$ cat src/rtl/reusable_block_table.sv
module reusable_block_table #(
  parameter int AW    = 32,
  parameter int SW    = 4,
  parameter int NC    = 8,
  parameter int DEPTH = 4
) (
  input  logic          clk,
  input  logic          rst_n,
  input  logic          ins_valid,
  output logic          ins_ready,
  input  logic [AW-1:0] ins_addr,
  input  logic [SW-1:0] ins_size,
  input  logic          q_valid,
  input  logic [SW-1:0] q_size,
  output logic          r_valid,
  output logic [AW-1:0] r_addr,
  output logic          ev_valid,
  input  logic          ev_ready,
  output logic [AW-1:0] ev_addr,
  output logic [SW-1:0] ev_size,
  output logic          rf_valid,
  input  logic          rf_ready,
  output logic [SW-1:0] rf_size
);
  localparam int CW = (NC > 1) ? $clog2(NC) : 1;
  localparam int NW = $clog2(DEPTH + 1);

  logic [AW-1:0] top_a [NC];
  logic [AW-1:0] bot_a [NC];
  logic [NW-1:0] cnt_a [NC];
  logic [NC-1:0] pend, pend_nxt;
  logic [CW-1:0] ins_cls, q_cls, rf_cls;
  logic ins_ok, q_ok, ins_fire, same, hit, byp;

  assign ins_ready = !ev_valid || ev_ready;
  assign ins_ok    = (ins_addr != '0) && (ins_size != '0) && (ins_size <= SW'(NC));
  assign q_ok      = (q_size != '0) && (q_size <= SW'(NC));
  assign ins_cls   = CW'(ins_size - SW'(1));
  assign q_cls     = CW'(q_size - SW'(1));
  assign ins_fire  = ins_valid && ins_ready && ins_ok;
  assign same      = ins_fire && (ins_cls == q_cls);
  assign hit       = q_valid && q_ok && ((cnt_a[q_cls] != '0) || same);
  assign byp       = hit && same;

  genvar c;
  generate
    for (c = 0; c < NC; c++) begin : g_cls
      logic [AW-1:0] s [DEPTH];
      logic [NW-1:0] n;
      logic ic, qc;
      assign ic = ins_fire && !byp && (ins_cls == CW'(c));
      assign qc = hit && !byp && (q_cls == CW'(c));
      assign top_a[c] = s[0];
      assign bot_a[c] = s[DEPTH-1];
      assign cnt_a[c] = n;

      always_ff @(posedge clk or negedge rst_n) begin
        if (!rst_n) begin
          n <= '0;
          for (int k = 0; k < DEPTH; k++) s[k] <= '0;
        end else if (ic) begin
          s[0] <= ins_addr;
          for (int k = 1; k < DEPTH; k++) s[k] <= s[k-1];
          if (n != NW'(DEPTH)) n <= n + NW'(1);
        end else if (qc) begin
          for (int k = 0; k < DEPTH - 1; k++) s[k] <= s[k+1];
          s[DEPTH-1] <= '0;
          n <= n - NW'(1);
        end
      end
    end
  endgenerate

  always_comb begin
    rf_cls = '0;
    for (int i = NC - 1; i >= 0; i--)
      if (pend[i]) rf_cls = CW'(i);
  end

  assign rf_valid = |pend;
  assign rf_size  = SW'(rf_cls) + SW'(1);

  always_comb begin
    pend_nxt = pend;
    if (rf_valid && rf_ready) pend_nxt[rf_cls] = 1'b0;
    if (hit && !byp && cnt_a[q_cls] == NW'(1)) pend_nxt[q_cls] = 1'b1;
  end

  always_ff @(posedge clk or negedge rst_n) begin
    if (!rst_n) begin
      r_valid  <= 1'b0;
      r_addr   <= '0;
      ev_valid <= 1'b0;
      ev_addr  <= '0;
      ev_size  <= '0;
      pend     <= '0;
    end else begin
      r_valid <= q_valid;
      r_addr  <= byp ? ins_addr : (hit ? top_a[q_cls] : '0);
      pend    <= pend_nxt;
      if (ins_fire && !byp && cnt_a[ins_cls] == NW'(DEPTH)) begin
        ev_valid <= 1'b1;
        ev_addr  <= bot_a[ins_cls];
        ev_size  <= ins_size;
      end else if (ev_ready) begin
        ev_valid <= 1'b0;
      end
    end
  end
endmodule

$ cat config.mk
export PLATFORM = sky130hd
export DESIGN_NAME = reusable_block_table
export DESIGN_NICKNAME = d
export VERILOG_FILES = /design/src/rtl/reusable_block_table.sv
export SDC_FILE = /design/constraint.sdc
export NUM_CORES = 2
export LEC_CHECK = 0
export ABC_CLOCK_PERIOD_IN_PS = 7000
export BUFFER_PORTS_ARGS = -buffer_cell sky130_fd_sc_hd__buf_2
export CORE_MARGIN = 4
export CORE_UTILIZATION = 55
export CTS_BUF_LIST = sky130_fd_sc_hd__clkbuf_4 sky130_fd_sc_hd__clkbuf_8 sky130_fd_sc_hd__clkbuf_16
export CTS_CLUSTER_SIZE = 30
export DETAILED_ROUTE_END_ITERATION = 6
export PLACE_DENSITY = 0.78
export SLEW_MARGIN = 20
export SYNTH_ARGS = -nofsm -noshare
export SYNTH_HDL_FRONTEND = slang
export SYNTH_SLANG_ARGS = --single-unit
$ cat constraint.sdc
create_clock -name clk -period 7 [get_ports clk]
set_input_delay 1.4 -clock clk [delete_from_list [all_inputs] [get_ports clk]]
set_output_delay 1.4 -clock clk [all_outputs]
set_load 0.05 [all_outputs]
==> summary.txt <==
Run status
  • Run status: completed

Clock tree
  • Clock transition at path regs: 60 ps
  • Clock sink count: 1126
  • Hold Buf Count CTS: 0
  • Clk_lat worst skew: 710 ps
  • CTS tree: built
  • Post-CTS setup buffers: 0
  • Total CTS buffers: 113
  • Clk buf depth: 3
  • Resized Gates After CTS: 0
  • CTS HTree Levels: 3
  • Clock root cell: clkbuf_16

Pwr
  • Max rail drop VDD: 280 uV
  • PD cells: 358 nW/um2
  • Leakage power: 27.0 nW

Logic synthesis
  • Synth Instances: 6307
  • Mapped Area: 54500 um2
  • Mean post-synth cell area: 8.64 um2
  • YS warnings: 0
  • Unique masters post-synth: 70
  • Top_reg_cell synth: dfrtp_1
  • EDFF count, synth: 0
  • Syn_nets: 6372
  • Ys async rst share: 100%
  • FF+latch count, synth: 1126
  • Sequential area share after synthesis: 51.7%

Cells and area
  • Area of the multi-input gates: 23800 um2
  • FF+latch area: 28200 um2
  • Fin nets: 6101
  • Layout area overhead: 8.91%
  • Fillers: 8021
  • Ratio of cells with drive above 1 in the final layout: 9.05%

GRT
  • Total GRT Usage: 32.5%
  • Met1 Use GR: 44.3%
  • Gr busiest metal: met2
  • Initial antenna violation count: 20
  • Number of global-route vias before repair: 46.0k
  • Grt total ovfl: 0
  • Met2 GRT Util: 48.2%
  • Met3 Resource Use GR: 9.65%
  • First-pass GRT wire length: 264000 um
  • Largest net degree at the start of global routing: 197

Placement
  • Post-DP HPWL: 103000 um
  • Post-Place Setup Slack: 823 ps
  • GPL Wtd Cong: 0.891
  • Number of port buffers: 121

Setup path
  • Crit end category: flop
  • Crit path kind: input pin to flop
  • Crit start category: input pin
  • Worst Path Required: 7550 ps
  • Critical path's slowest cell: nand3_4
  • Arrival @ worst endpoint: 6260 ps
  • Crit path largest cell delay: 680 ps
  • Critical Path, Cell by Cell: buf_4 > clkinv_1 > ha_1 > xnor2_4 > xnor2_1 > nor2_1 > a221oi_4 > buf_12 > nand3_4 > buf_12 > nor3_1 > o311ai_0
  • Most Frequent Cell on Critical Path: buf_12
  • Crit Path Max Fanout: 75
  • Delay-heaviest family, CP: buffers and inverters
  • CP bufs+invs: 4

Timing
  • Worst setup margin: 1290 ps
  • Setup skew after layout: 20.1 ps
  • Worst slew margin: 27.6%
  • Setup TNS: 0 ps
  • Final period util: 81.5%
  • RSZ-0062 raised after global routing: no
  • Max-slew violation count: 0
  • Setup violators final: 0
  • Final Hold Violating Endpoints: 0
  • Post-route minimum period: 5710 ps
  • Fmax: 175 MHz
  • Worst-Margin Slew: 1080 ps

Die
  • Die height: 323 um
  • # IOs: 122
  • Core Region: 98300 um2
  • Die width: 323 um
  • Initial Utilization: 55.4%
  • Die Area: 104000 um2
  • Row cnt: 115

Route
  • 1st-iter DRT viols: 6429
  • Routed wire length: 171000 um
  • Drt wl/cell: 23.0 um
  • DR vias: 48.6k
  • DRC viols: 0
  • Via-per-instance ratio: 6.55
  • Post-route ant nets: 0
  • First-pass DRT Iterations: 6

Hold path
  • HP Class: flop to flop

Run
  • Max-Cap Viols: 0
==> where the power goes <==
part / internal [mW] / switching (mW)
sequential: 8.48 / 1.85
combinational: 1.73 / 2.78
clock: 3.74 / 2.68
total: 13.9 / 7.31
==> metal layers <==
layer / vias to the layer above / share of wire (%) / wire length (um)
met1: 23900 / 38 / 65600
met4: 8 / 5.0 / 8610
met3: 549 / 13 / 22500
met2: 2966 / 43 / 73800
met5: - / 0.027 / 46
li1: 21300 / - / -
==> cell type report <==
cell class / instances / share of cell area, %
sequential: 1126 / 47.5
inverter: 29 / 0.192
clock inverter: 48 / 0.961
antenna: 9 / 0.0380
clock buffer: 162 / 5.70
tap: 1287 / 2.71
timing repair buffer: 217 / 2.84
multi-input combinational: 4549 / 40.1
==> state kept, by name, indices dropped and copies added (netlist names) <==
register  cells
g_cls.n      24
r_valid       1
ev_size       4
pend          8
ev_addr      32
r_addr       32
bot_a       256
ev_valid      1
g_cls.s     768
==> cells by family after synthesis <==
family | synth area share [%]
mux | 4.70
xor+xnor | 0.365
fa+ha+maj | 0.450
buf+inv | 5.19
flops | 51.7
compound gates | 8.38
simple gates | 29.2
==> Yosys cell counts, drive strengths merged, types with 21 or more instances <==
cell type	count	area share [%]
a21oi	52	0.48
a22o	21	0.34
a31oi	290	3.3
buf	328	3.1
clkbuf	275	1.9
dfrtp	1126	52
inv	29	0.20
mux2i	87	1.6
mux4	72	3.0
nand2	1695	12
nand3	1495	14
nor2	286	2.0
nor3	68	0.65
o211ai	75	1.0
o21ai	190	1.7
==> cells in the final DEF (no fill, tap or decap), types with 6 or more instances in the layout <==
cell           n
nor4b_1        7
o211ai_1      75
buf_2        118
o22ai_1       14
nand3_4       16
xnor2_1       16
a32o_1         8
a31oi_1      290
clkbuf_8      24
a311oi_1       9
bufinv_16     10
o21ai_0      131
diode_2        9
o21ai_1       59
mux4_2        72
mux2_2         6
clkbuf_16    115
and3_4        12
a32oi_1       10
o221ai_1       8
nand3_1     1479
buf_12        27
inv_1         27
nand2b_1       7
nor3_1        65
dfrtp_1     1126
clkinvlp_4    10
buf_4         70
nor4_1        19
a21oi_1       52
a22o_1        21
a221oi_1       6
clkbuf_4      23
nor3b_1       12
mux2i_1       87
nor2_1       285
ha_1          16
clkinv_2      21
nand2_1     1695
==> final timing paths <==
check / start / to / slack [ps] / cells past startpoint
hold / removal: g_cls[5].s[60]$_DFFE_PN0P_ / bot_a[92]$_DFFE_PN0P_ / 500 / 2
min in group asynchronous: rst_n / g_cls[0].s[60]$_DFFE_PN0P_ / 810 / 1
setup / recovery: q_size[0] / g_cls[3].n[2]$_DFFE_PN0P_ / 1290 / 12
setup reg to reg: ev_valid$_DFFE_PN0P_ / g_cls[5].s[60]$_DFFE_PN0P_ / 3190 / 9
max in group asynchronous: rst_n / bot_a[231]$_DFFE_PN0P_ / 4660 / 2
hold reg to reg: g_cls[5].s[60]$_DFFE_PN0P_ / bot_a[92]$_DFFE_PN0P_ / 500 / 2
==> tightest hold or removal path: stages, from the launching register on <==
cell and delay, ps:
dfrtp_1 360, nand2_1 50, nand2_1 50
==> metrics by stage <==
| step | cell area [um2] | hold WS, ps | std cells | utilization, % | power (mW) |
|---|---|---|---|---|---|
| after floorplan | 54500 | 458 | 6307 | - | 13.1 |
| after global placement | 55400 | 471 | 7208 | 56.3 | 14.5 |
| after detailed placement | 55400 | 475 | 7208 | 56.3 | 14.8 |
| after CTS | 59300 | 488 | 7418 | 60.4 | 21.2 |
| after global routing | 59300 | 509 | 7420 | 60.4 | 22.3 |
| final | 59300 | 495 | 7427 | 60.4 | 21.3 |
No activity file was read; power rests on OpenSTA's default activity.
